[src/rtl/ata_tf_pkg.sv]
package ata_tf_pkg;

  localparam logic [7:0] ST_READY = 8'h50;
  localparam logic [7:0] ST_DRQ   = 8'h58;
  localparam logic [7:0] ST_BUSY  = 8'h80;
  localparam logic [7:0] ST_RANGE = 8'hFF;
  localparam logic [7:0] ST_SRST  = 8'h51;

  localparam logic [3:0] A_ERRFEAT = 4'h1;
  localparam logic [3:0] A_COUNT   = 4'h2;
  localparam logic [3:0] A_LOW     = 4'h3;
  localparam logic [3:0] A_MID     = 4'h4;
  localparam logic [3:0] A_HIGH    = 4'h5;
  localparam logic [3:0] A_DRIVE   = 4'h6;
  localparam logic [3:0] A_CMD     = 4'h7;
  localparam logic [3:0] A_CTL     = 4'hE;

  typedef enum logic [2:0] {
    CK_RD28, CK_RD48, CK_WR28, CK_WR48, CK_DIAG, CK_NOP, CK_ACK, CK_BAD
  } cmdKind_t;

  typedef struct packed {
    logic wrFeat;
    logic wrCount;
    logic wrLow;
    logic wrMid;
    logic wrHigh;
    logic wrDrive;
    logic loadSig;
    logic setDiag;
    logic setAbort;
  } tfStrobes_t;

  function automatic cmdKind_t decodeCmd(input logic [7:0] code);
    case (code)
      8'h20, 8'hC4:        return CK_RD28;
      8'h24, 8'h29:        return CK_RD48;
      8'h30:               return CK_WR28;
      8'h34, 8'h39:        return CK_WR48;
      8'h90:               return CK_DIAG;
      8'h00, 8'h08:        return CK_NOP;
      8'h10, 8'h91, 8'hE1,
      8'hEA, 8'hEF:        return CK_ACK;
      default:             return CK_BAD;
    endcase
  endfunction

endpackage

[src/rtl/ata_tf_datapath.sv]
module ata_tf_datapath
  import ata_tf_pkg::*;
#(
  parameter int HEADS          = 16,
  parameter int SECT_PER_TRACK = 63,
  parameter int CAPACITY       = 65536,
  parameter bit PACKET_DEV     = 1'b0,
  parameter int LBA_W          = 32,
  parameter int CNT_W          = 17
) (
  input  logic             clk,
  input  logic             rst,
  input  tfStrobes_t       str,
  input  logic [7:0]       wrData,
  input  logic [3:0]       rdAddr,
  input  logic [7:0]       statusIn,
  output logic [7:0]       rdData,
  output logic [LBA_W-1:0] addr28,
  output logic [LBA_W-1:0] addr48,
  output logic [CNT_W-1:0] cnt28,
  output logic [CNT_W-1:0] cnt48,
  output logic             oor28,
  output logic             oor48
);

  localparam logic [7:0] SIG_MID  = PACKET_DEV ? 8'h14 : 8'h3C;
  localparam logic [7:0] SIG_HIGH = PACKET_DEV ? 8'hEB : 8'hC3;

  logic [15:0] featErr, cntReg, lowReg, midReg, highReg;
  logic [7:0]  drvHead;
  logic        lbaMode;
  logic [3:0]  headNum;

  always_ff @(posedge clk) begin
    if (rst) begin
      featErr <= '0; cntReg <= '0; lowReg <= '0; midReg <= '0; highReg <= '0;
      drvHead <= '0; lbaMode <= 1'b0; headNum <= '0;
    end else begin
      if (str.wrFeat)  featErr <= {featErr[7:0], wrData};
      if (str.wrCount) cntReg  <= {cntReg[7:0], wrData};
      if (str.wrLow)   lowReg  <= {lowReg[7:0], wrData};
      if (str.wrMid)   midReg  <= {midReg[7:0], wrData};
      if (str.wrHigh)  highReg <= {highReg[7:0], wrData};
      if (str.wrDrive && !wrData[4]) begin
        drvHead <= wrData;
        lbaMode <= wrData[6];
        headNum <= wrData[3:0];
      end
      if (str.setDiag)  featErr <= 16'h0101;
      if (str.setAbort) featErr <= 16'h0004;
      if (str.loadSig) begin
        cntReg  <= 16'h0001;
        lowReg  <= 16'h0001;
        midReg  <= {8'h00, SIG_MID};
        highReg <= {8'h00, SIG_HIGH};
      end
    end
  end

  // address forms
  logic [LBA_W-1:0] lbaFlat, chsAddr;
  logic [15:0]      cylNum;
  always_comb begin
    cylNum  = {highReg[7:0], midReg[7:0]};
    lbaFlat = LBA_W'({highReg[7:0], midReg[7:0], lowReg[7:0]});
    chsAddr = (LBA_W'(cylNum) * LBA_W'(HEADS) + LBA_W'(headNum)) * LBA_W'(SECT_PER_TRACK)
              + LBA_W'(lowReg[7:0]) - LBA_W'(1);
    addr28  = lbaMode ? lbaFlat : chsAddr;
    addr48  = LBA_W'({lowReg[15:8], highReg[7:0], midReg[7:0], lowReg[7:0]});
    cnt28   = (cntReg[7:0] == 8'd0)  ? CNT_W'(256)   : CNT_W'(cntReg[7:0]);
    cnt48   = (cntReg == 16'd0)      ? CNT_W'(65536) : CNT_W'(cntReg);
    oor28   = ({1'b0, addr28} + (LBA_W+1)'(cnt28)) > (LBA_W+1)'(CAPACITY);
    oor48   = ({1'b0, addr48} + (LBA_W+1)'(cnt48)) > (LBA_W+1)'(CAPACITY);
  end

  always_comb begin
    case (rdAddr)
      A_ERRFEAT: rdData = featErr[7:0];
      A_COUNT:   rdData = cntReg[7:0];
      A_LOW:     rdData = lowReg[7:0];
      A_MID:     rdData = midReg[7:0];
      A_HIGH:    rdData = highReg[7:0];
      A_DRIVE:   rdData = drvHead;
      A_CMD,
      A_CTL:     rdData = statusIn;
      default:   rdData = 8'h00;
    endcase
  end


  drive_ignore_chk: assert property (@(posedge clk) disable iff (rst)
    (str.wrDrive && wrData[4]) |=> $stable(drvHead));


  sig_load_chk: assert property (@(posedge clk) disable iff (rst)
    str.loadSig |=> (cntReg == 16'h0001 && lowReg == 16'h0001 && midReg[7:0] == SIG_MID));

endmodule

[src/rtl/ata_tf_control.sv]
module ata_tf_control
  import ata_tf_pkg::*;
#(
  parameter int LBA_W = 32,
  parameter int CNT_W = 17
) (
  input  logic             clk,
  input  logic             rst,
  input  logic [3:0]       busAddr,
  input  logic             busWr,
  input  logic             busRd,
  input  logic [7:0]       busWrData,
  input  logic             xferDone,
  input  logic             bmIntClr,
  input  logic [LBA_W-1:0] addr28,
  input  logic [LBA_W-1:0] addr48,
  input  logic [CNT_W-1:0] cnt28,
  input  logic [CNT_W-1:0] cnt48,
  input  logic             oor28,
  input  logic             oor48,
  output tfStrobes_t       str,
  output logic [7:0]       statusQ,
  output logic             startReq,
  output logic [LBA_W-1:0] startLba,
  output logic [CNT_W-1:0] startCount,
  output logic             startWrite,
  output logic             irqQ,
  output logic             bmFlag
);

  logic [7:0] devCtl, nextStatus;
  logic       pendValid, opBusy, opRead;

  logic     cmdWr, ctlWr, stsRd, doneEv, isRead, isWrite, is48, oorSel, raise;
  cmdKind_t kind;

  always_comb begin
    cmdWr   = busWr && busAddr == A_CMD;
    ctlWr   = busWr && busAddr == A_CTL;
    stsRd   = busRd && busAddr == A_CMD;
    doneEv  = xferDone && opBusy;
    kind    = decodeCmd(busWrData);
    isRead  = kind == CK_RD28 || kind == CK_RD48;
    isWrite = kind == CK_WR28 || kind == CK_WR48;
    is48    = kind == CK_RD48 || kind == CK_WR48;
    oorSel  = is48 ? oor48 : oor28;
    raise   = doneEv || (cmdWr && kind != CK_BAD && !(isRead && !oorSel));

    str          = '0;
    str.wrFeat   = busWr && busAddr == A_ERRFEAT;
    str.wrCount  = busWr && busAddr == A_COUNT;
    str.wrLow    = busWr && busAddr == A_LOW;
    str.wrMid    = busWr && busAddr == A_MID;
    str.wrHigh   = busWr && busAddr == A_HIGH;
    str.wrDrive  = busWr && busAddr == A_DRIVE;
    str.loadSig  = ctlWr && busWrData[2];
    str.setDiag  = cmdWr && kind == CK_DIAG;
    str.setAbort = cmdWr && kind == CK_BAD;
  end

  always_ff @(posedge clk) begin
    if (rst) begin
      statusQ <= ST_READY; nextStatus <= ST_READY; pendValid <= 1'b0;
      devCtl <= 8'h02; irqQ <= 1'b0; bmFlag <= 1'b0;
      startReq <= 1'b0; startLba <= '0; startCount <= '0; startWrite <= 1'b0;
      opBusy <= 1'b0; opRead <= 1'b0;
    end else begin
      startReq <= 1'b0;
      if (stsRd) begin
        irqQ <= 1'b0;
        if (pendValid) begin
          statusQ   <= nextStatus;
          pendValid <= 1'b0;
        end
      end
      if (doneEv) begin
        opBusy  <= 1'b0;
        statusQ <= opRead ? ST_DRQ : ST_READY;
      end
      if (ctlWr) begin
        devCtl <= busWrData;
        if (busWrData[2]) begin
          statusQ   <= ST_SRST;
          pendValid <= 1'b0;
          opBusy    <= 1'b0;
        end
      end
      if (cmdWr) begin
        if (isRead || isWrite) begin
          if (oorSel) begin
            statusQ <= ST_RANGE;
          end else begin
            startReq   <= 1'b1;
            startLba   <= is48 ? addr48 : addr28;
            startCount <= is48 ? cnt48 : cnt28;
            startWrite <= isWrite;
            opBusy     <= 1'b1;
            opRead     <= isRead;
            if (isRead) begin
              statusQ <= ST_BUSY;
            end else begin
              statusQ    <= ST_READY;
              nextStatus <= ST_DRQ;
              pendValid  <= 1'b1;
            end
          end
        end else if (kind == CK_DIAG || kind == CK_NOP) begin
          statusQ <= ST_READY;
        end
      end
      if (raise && !devCtl[1]) begin
        irqQ   <= 1'b1;
        bmFlag <= 1'b1;
      end else if (bmIntClr) begin
        bmFlag <= 1'b0;
      end
    end
  end


  irq_masked_chk: assert property (@(posedge clk) disable iff (rst)
    (devCtl[1] && !irqQ) |=> !irqQ);


  irq_flag_chk: assert property (@(posedge clk) disable iff (rst)
    $rose(irqQ) |-> bmFlag);


  start_pulse_chk: assert property (@(posedge clk) disable iff (rst)
    startReq |=> !startReq);


  next_status_chk: assert property (@(posedge clk) disable iff (rst)
    (stsRd && pendValid && !cmdWr && !ctlWr && !doneEv) |=> statusQ == $past(nextStatus));

endmodule

[src/rtl/ata_taskfile_ctrl.sv]
module ata_taskfile_ctrl
  import ata_tf_pkg::*;
#(
  parameter int HEADS          = 16,
  parameter int SECT_PER_TRACK = 63,
  parameter int CAPACITY       = 65536,
  parameter bit PACKET_DEV     = 1'b0
) (
  input  logic        clk,
  input  logic        rst,
  input  logic [3:0]  busAddr,
  input  logic        busWr,
  input  logic        busRd,
  input  logic [7:0]  busWrData,
  output logic [7:0]  busRdData,
  input  logic        xferDone,
  input  logic        bmIntClr,
  output logic        startReq,
  output logic [31:0] startLba,
  output logic [16:0] startCount,
  output logic        startWrite,
  output logic        irq,
  output logic        bmIntFlag
);

  localparam int LBA_W = 32;
  localparam int CNT_W = 17;

  tfStrobes_t       str;
  logic [7:0]       statusQ;
  logic [LBA_W-1:0] addr28, addr48;
  logic [CNT_W-1:0] cnt28, cnt48;
  logic             oor28, oor48;

  ata_tf_datapath #(
    .HEADS(HEADS), .SECT_PER_TRACK(SECT_PER_TRACK), .CAPACITY(CAPACITY),
    .PACKET_DEV(PACKET_DEV), .LBA_W(LBA_W), .CNT_W(CNT_W)
  ) dp (
    .clk(clk), .rst(rst), .str(str), .wrData(busWrData), .rdAddr(busAddr),
    .statusIn(statusQ), .rdData(busRdData), .addr28(addr28), .addr48(addr48),
    .cnt28(cnt28), .cnt48(cnt48), .oor28(oor28), .oor48(oor48)
  );

  ata_tf_control #(.LBA_W(LBA_W), .CNT_W(CNT_W)) ctl (
    .clk(clk), .rst(rst), .busAddr(busAddr), .busWr(busWr), .busRd(busRd),
    .busWrData(busWrData), .xferDone(xferDone), .bmIntClr(bmIntClr),
    .addr28(addr28), .addr48(addr48), .cnt28(cnt28), .cnt48(cnt48),
    .oor28(oor28), .oor48(oor48), .str(str), .statusQ(statusQ),
    .startReq(startReq), .startLba(startLba), .startCount(startCount),
    .startWrite(startWrite), .irqQ(irq), .bmFlag(bmIntFlag)
  );

endmodule

[config.mk]
export PLATFORM = sky130hd
export DESIGN_NAME = ata_taskfile_ctrl
export DESIGN_NICKNAME = d
export VERILOG_FILES = /design/src/rtl/ata_tf_pkg.sv /design/src/rtl/ata_tf_datapath.sv /design/src/rtl/ata_tf_control.sv /design/src/rtl/ata_taskfile_ctrl.sv
export SDC_FILE = /design/constraint.sdc
export NUM_CORES = 1
export LEC_CHECK = 0
export BUFFER_PORTS_ARGS = -buffer_cell sky130_fd_sc_hd__buf_2
export CAP_MARGIN = 15
export CORE_MARGIN = 2
export CORE_UTILIZATION = 35
export CTS_CLUSTER_DIAMETER = 150
export DETAILED_ROUTE_END_ITERATION = 16
export PLACE_DENSITY = 0.57
export SLEW_MARGIN = 5
export SYNTH_ARGS = -nofsm -noshare
export SYNTH_HDL_FRONTEND = slang
export SYNTH_HIERARCHICAL = 1
export SYNTH_SLANG_ARGS = --single-unit
[constraint.sdc]
create_clock -name clk -period 10.7 [get_ports clk]
set_input_delay 1.605 -clock clk [delete_from_list [all_inputs] [get_ports clk]]
set_output_delay 1.605 -clock clk [all_outputs]
set_load 0.05 [all_outputs]
==> results.cfg, run 1 <==
[setup_path]
r2r_end = ctl/startCount[11]
end_kind = flip-flop
critPathMaxFanout = 39
crit_required_ps = 11030
critPathLaunch = dp/midReg[1]
rrSetupSlack_ps = 2140
cp_slowest_stage_delay_ps = 590
r2r_cells = 29
arrival_ps = 8890
reg2reg_from = dp/midReg[1]
slowest_stage = a211oi_4
start_kind = flip-flop
critPathKind = flip-flop to flip-flop

[detailed_routing]
drtPass1Iterations = 6
vias_per_cell = 5.46
wl_um = 40700
ant_nets = 0
drt_iter0_markers = 990
vias = 11700
wl_per_cell_um = 19.0
drc = 0

[timing]
max_freq_ghz = 0.117
period_minus_slack_ps = 8560
rsz0062_at_grt = false
hold_viol = 0
worstMarginPinSlew_ps = 1170
setup-tns-final_ps = 0
slew_violations = 0
setup_viol = 0
relSlewSlack = 0.221
clock_skew_ps = 12.6
fin_crit_sh = 0.800

[logic_synthesis]
seq_area_frac_synth = 0.194
yosysWarnings = 6
synth_edf_count = 0
ys_ff_latch = 130
syn-instance-count = 1613
synthTopCellsByArea = dfxtp_1 (19%), fa_1 (12%), ha_1 (9.9%)
synth_area_leader_cell = dfxtp_1
synth_area_per_cell_um2 = 8.30
yosys.area.top_type_share = 0.194
synth.distinct_cells = 97
async_flop_share = 0
synth_area_um2 = 13400
ys.flop_type = dfxtp_1

[die]
rows = 71
fp.dieW_um = 200
core_area_um2 = 37700
initial_core_util = 0.356
die_h_um = 200
io_pins = 79
die_area_um2 = 39900

[min_path]
hold_end = dp/drvHead[5]
holdPathStages = 2
hp-start = dp/drvHead[5]
min_path_type = flip-flop to flip-flop

[cells_and_area]
fin_cells = 2145
area_growth_pct = 10.2
fin_area_um2 = 14800
ff_latch_area_um2 = 2600
final_layout_size_suffix_gt1_frac = 0.122
final_util = 0.392
antenna_cells = 0
nFillCells = 3906
num-nets-final = 1829
multi_input_area_um2 = 9590

[place]
placedCellCount = 2114
place_area_um2 = 14100
dpl.hpwl_um = 30700
portBuffers = 78
gp_congestion = 0.930

[power_and_ir_drop]
power.total_mw = 2.02
power_density_nw_per_um2 = 137
vdd_drop_max_v = 0.0000912
p_leak_nw = 6.34

[clocking]
cts_resized = 0
insertion_delay_ps = 440
cts_made_buffers = 17
post_cts_buffers = 0
cts.path.max_buffers = 2
cts_max_level = 4
ctsRootBufferMaster = clkbuf_16
holdBufCountCts = 0
clock_sinks = 130
cts_tree = done
cts.clk_slew.worst_paths_ps = 60

[flow_run]
maxCapViolCount = 0

[grt]
gr-usage-all-layers = 0.209
grt.overflow.total = 0
grt_max_degree = 91
grt_pass1_wl_um = 63900
antenna_found_initial = 1
grt_pass1_vias = 11400

[run_status]
status = finished, final reports clean
## stage by stage
| stage | setup slack [ps] | hold slack [ps] |
|---|---|---|
| 6_report | 2140 | 463 |
| 4_1_cts | 2210 | 459 |
| 3_5_place_dp | 2250 | 450 |
| 2_1_floorplan | 3630 | 432 |
| 3_3_place_gp | 2520 | 448 |
| 5_1_grt | 1410 | 489 |
## per-layer routing
metal	routed length, um	share of wire	track usage	vias to the layer above
met5	13	0.00032	0	-
met4	1110	0.027	0.0697	2
met3	2720	0.067	0.0462	60
met2	18300	0.45	0.326	351
met1	18600	0.46	0.285	5664
li1	-	-	-	5644
## how the worst max path moves through the flow
stage                              end  slack [ps]  cells past startpoint
global route           ctl/startLba[6]        1410                     29
floorplan            ctl/startCount[0]        3630                     31
finish              ctl/startCount[11]        2140                     29
global placement        ctl/statusQ[4]        2520                     29
detailed placement  ctl/startCount[11]        2250                     29
CTS                 ctl/startCount[11]        2210                     29
## power breakdown
part / total [mW] / leakage [nW] / internal [mW] / switching, mW
registers: 0.494 / 1.05 / 0.487 / 0.00755
logic: 0.858 / 4.97 / 0.314 / 0.543
clock network: 0.668 / 0.316 / 0.436 / 0.232
total: 2.02 / 6.34 / 1.24 / 0.783
## layout make-up
cell class | instances | area share
inverters | 204 | 0.0519
clock inverters | 13 | 0.0159
well taps | 511 | 0.0433
flip-flops and latches | 130 | 0.176
repair buffers | 92 | 0.0337
multi-input cells | 1177 | 0.650
clock buffers | 18 | 0.0291
## placed cells by master (no fill, tap or decap), types with 24 or more instances in the layout
| cell | netlist | final |
|---|---|---|
| ha_1 | 106 | 106 |
| a21o_1 | 24 | 24 |
| o21ai_0 | 46 | 46 |
| a21oi_1 | 128 | 127 |
| buf_2 | 26 | 77 |
| nor2_1 | 143 | 143 |
| mux2i_1 | 120 | 120 |
| nand3_1 | 29 | 29 |
| a211oi_1 | 66 | 66 |
| nor3_1 | 28 | 27 |
| nand2_1 | 83 | 83 |
| inv_1 | 204 | 204 |
| fa_1 | 83 | 83 |
| dfxtp_1 | 130 | 130 |
## flip-flops by register name (all words and copies together) (netlist names), 8 cells and up
register	cells
ctl/statusQ	8
dp/lowReg	16
dp/cntReg	16
ctl/startCount	17
ctl/startLba	32
dp/featErr	8
dp/drvHead	8
dp/midReg	8
dp/highReg	8
## logic make-up after synthesis
kind of cell	count (synthesis)	synth area share
compound gates	408	0.216
xor+xnor	31	0.0203
fa+ha+maj	189	0.223
buf+inv	313	0.0947
flops	130	0.194
mux	131	0.0989
other cells	1	0.000280
simple gates	410	0.153
## cell usage after synthesis (8+ instances only)
| cell | count |
|---|---|
| a21oi_1 | 128 |
| clkbuf_1 | 63 |
| nor2b_1 | 11 |
| nor4_1 | 8 |
| o21a_1 | 9 |
| xor2_1 | 15 |
| and3_1 | 15 |
| a211oi_2 | 15 |
| ha_1 | 106 |
| nand3_1 | 29 |
| xnor2_1 | 16 |
| a221oi_1 | 8 |
| nand2_1 | 83 |
| mux2_2 | 11 |
| inv_1 | 204 |
| a31oi_1 | 11 |
| nand3b_1 | 14 |
| mux2i_1 | 120 |
| a211oi_1 | 66 |
| buf_2 | 26 |
| nand4_1 | 9 |
| o21ai_0 | 46 |
| nand2b_1 | 12 |
| o21ai_1 | 11 |
| a21o_1 | 24 |
| dfxtp_1 | 130 |
| fa_1 | 83 |
| buf_4 | 12 |
| nor2_1 | 143 |
| nor3_1 | 28 |
## critical path: cells and delay by family, from the launching register on
family	cells	cell delay [ps]
compound gates	11	2960
flops	1	510
xor+xnor	1	140
buf+inv	5	990
fa+ha+maj	6	2860
simple gates	6	950
(Power assumes the default switching activity.)
==> run 2, diff against run 1 <==
- PLACE_DENSITY: 0.57 -> 0.59
- clock period: 10.7 -> 7.49 ns (I/O delays scaled with it)
==> run 2 against run 1 <==
Against the previous run: highest routed layer is now met4; total power grew 42%; global-route usage grew 0.44 points; sequential power grew 42%; register-to-register slack lost 1800 ps; combinational power grew 53%.
==> results.cfg, run 2 (synthesis gave the netlist of run 1 again) <==
[detailed_routing]
vias_per_cell = 5.48
wl_um = 42700
ant_nets = 0
drc = 0
vias = 12000
drtPass1Iterations = 5
drt_iter0_markers = 952
wl_per_cell_um = 19.5

[setup_path]
critPathMaxFanout = 7
crit_family = adder cells
start_kind = flip-flop
critPathKind = flip-flop to flip-flop
arrival_ps = 7430
cp_slowest_stage_delay_ps = 550
end_kind = flip-flop
cp.buffers_inverters = 7
crit_required_ps = 7760
slowest_stage = fa_1

[die]
initial_core_util = 0.356
rows = 71
die_h_um = 200
core_area_um2 = 37700
die_area_um2 = 39900
io_pins = 79
fp.dieW_um = 200

[timing]
hold_viol = 0
period_minus_slack_ps = 7160
fin_crit_sh = 0.956
rsz0062_at_grt = false
max_freq_ghz = 0.140
worstMarginPinSlew_ps = 1200
setup_viol = 0
clock_skew_ps = 9.30
relSlewSlack = 0.198
slew_violations = 0

[run_status]
status = finished, final reports clean

[power_and_ir_drop]
power.total_mw = 2.88
vdd_drop_max_v = 0.000161
p_leak_nw = 6.57
power_density_nw_per_um2 = 189

[cells_and_area]
nFillCells = 3891
top_regs = ctl/startLba: 32 flops, ctl/startCount: 17 flops
largest_reg_flops = 32
final_common_cell = inv_1
area_growth_pct = 13.5
antenna_cells = 0
num-nets-final = 1875
mostFrequentLayoutCells = inv_1 (203), nor2_1 (141), a21oi_1 (126), dfxtp_1 (126), mux2i_1 (120)
fin_cells = 2192
final_layout_size_suffix_gt1_frac = 0.159
largest_register = ctl/startLba

[grt]
grt.overflow.total = 0
antenna_found_initial = 0
grt_max_degree = 91
grt_pass1_wl_um = 65000
grt_pass1_vias = 11400
gr-usage-all-layers = 0.213

[place]
gp_congestion = 0.920
portBuffers = 78
dpl.hpwl_um = 32100
placedCellCount = 2149

[clocking]
ctsRootBufferMaster = clkbuf_16
cts.path.max_buffers = 2
cts_tree = done
cts_made_buffers = 17
cts_max_level = 4
insertion_delay_ps = 440
clock_sinks = 130
cts.clk_slew.worst_paths_ps = 70

[flow_run]
maxCapViolCount = 0

[min_path]
min_path_type = flip-flop to flip-flop
run 2: metrics by stage:
stage	cell area, um2	hold WS [ps]	util	setup WS [ps]	setup TNS (ps)
after floorplan	13400	432	-	420	0
after global placement	14400	446	0.382	69.0	0
after detailed placement	14400	450	0.382	-51.5	-554
after CTS	15000	460	0.398	49.8	0
after global routing	15200	482	0.404	1.69	0
final	15200	462	0.404	329	0
run 2: cell type report:
cell class | instances | area (um2) | share of cell area
clock inverter | 14 | 156 | 0.0103
clock buffer | 18 | 439 | 0.0289
inverter | 204 | 769 | 0.0506
sequential | 130 | 2610 | 0.172
multi-input combinational | 1177 | 9690 | 0.637
timing repair buffer | 138 | 901 | 0.0593
tap | 511 | 639 | 0.0421
run 2: path summary, 6_finish.rpt:
check	start	endpoint	slack, ps	cells after the start
worst min-delay path	dp/drvHead[5]	dp/drvHead[5]	460	2
worst min register to register	dp/drvHead[5]	dp/drvHead[5]	460	2
worst max register to register	dp/midReg[1]	ctl/startLba[1]	330	32
worst max-delay path	dp/midReg[1]	ctl/startLba[1]	330	32
run 2: routing by layer:
layer / share of wire / GRT usage
met3: 0.059 / 0.0334
met2: 0.45 / 0.336
met5: 0 / 0
met1: 0.47 / 0.296
met4: 0.028 / 0.0722
run 2: power breakdown:
group / internal, mW / switching (mW) / leakage (nW)
sequential: 0.695 / 0.00566 / 1.05
clock: 0.503 / 0.360 / 0.280
combinational: 0.489 / 0.822 / 5.24
run 2: tightest hold or removal path, cell delays in order (launching register included):
cell and delay, ps:
dfxtp_1 310, nand2_1 50, a21oi_1 50
run 2: what timing repair did:
action	4_1_cts	5_1_grt
resized for setup	2	29
setup endpoints to repair	33	65
pin swaps	0	9
setup buffers	0	9
cloned	0	2
hold buffers	0	0
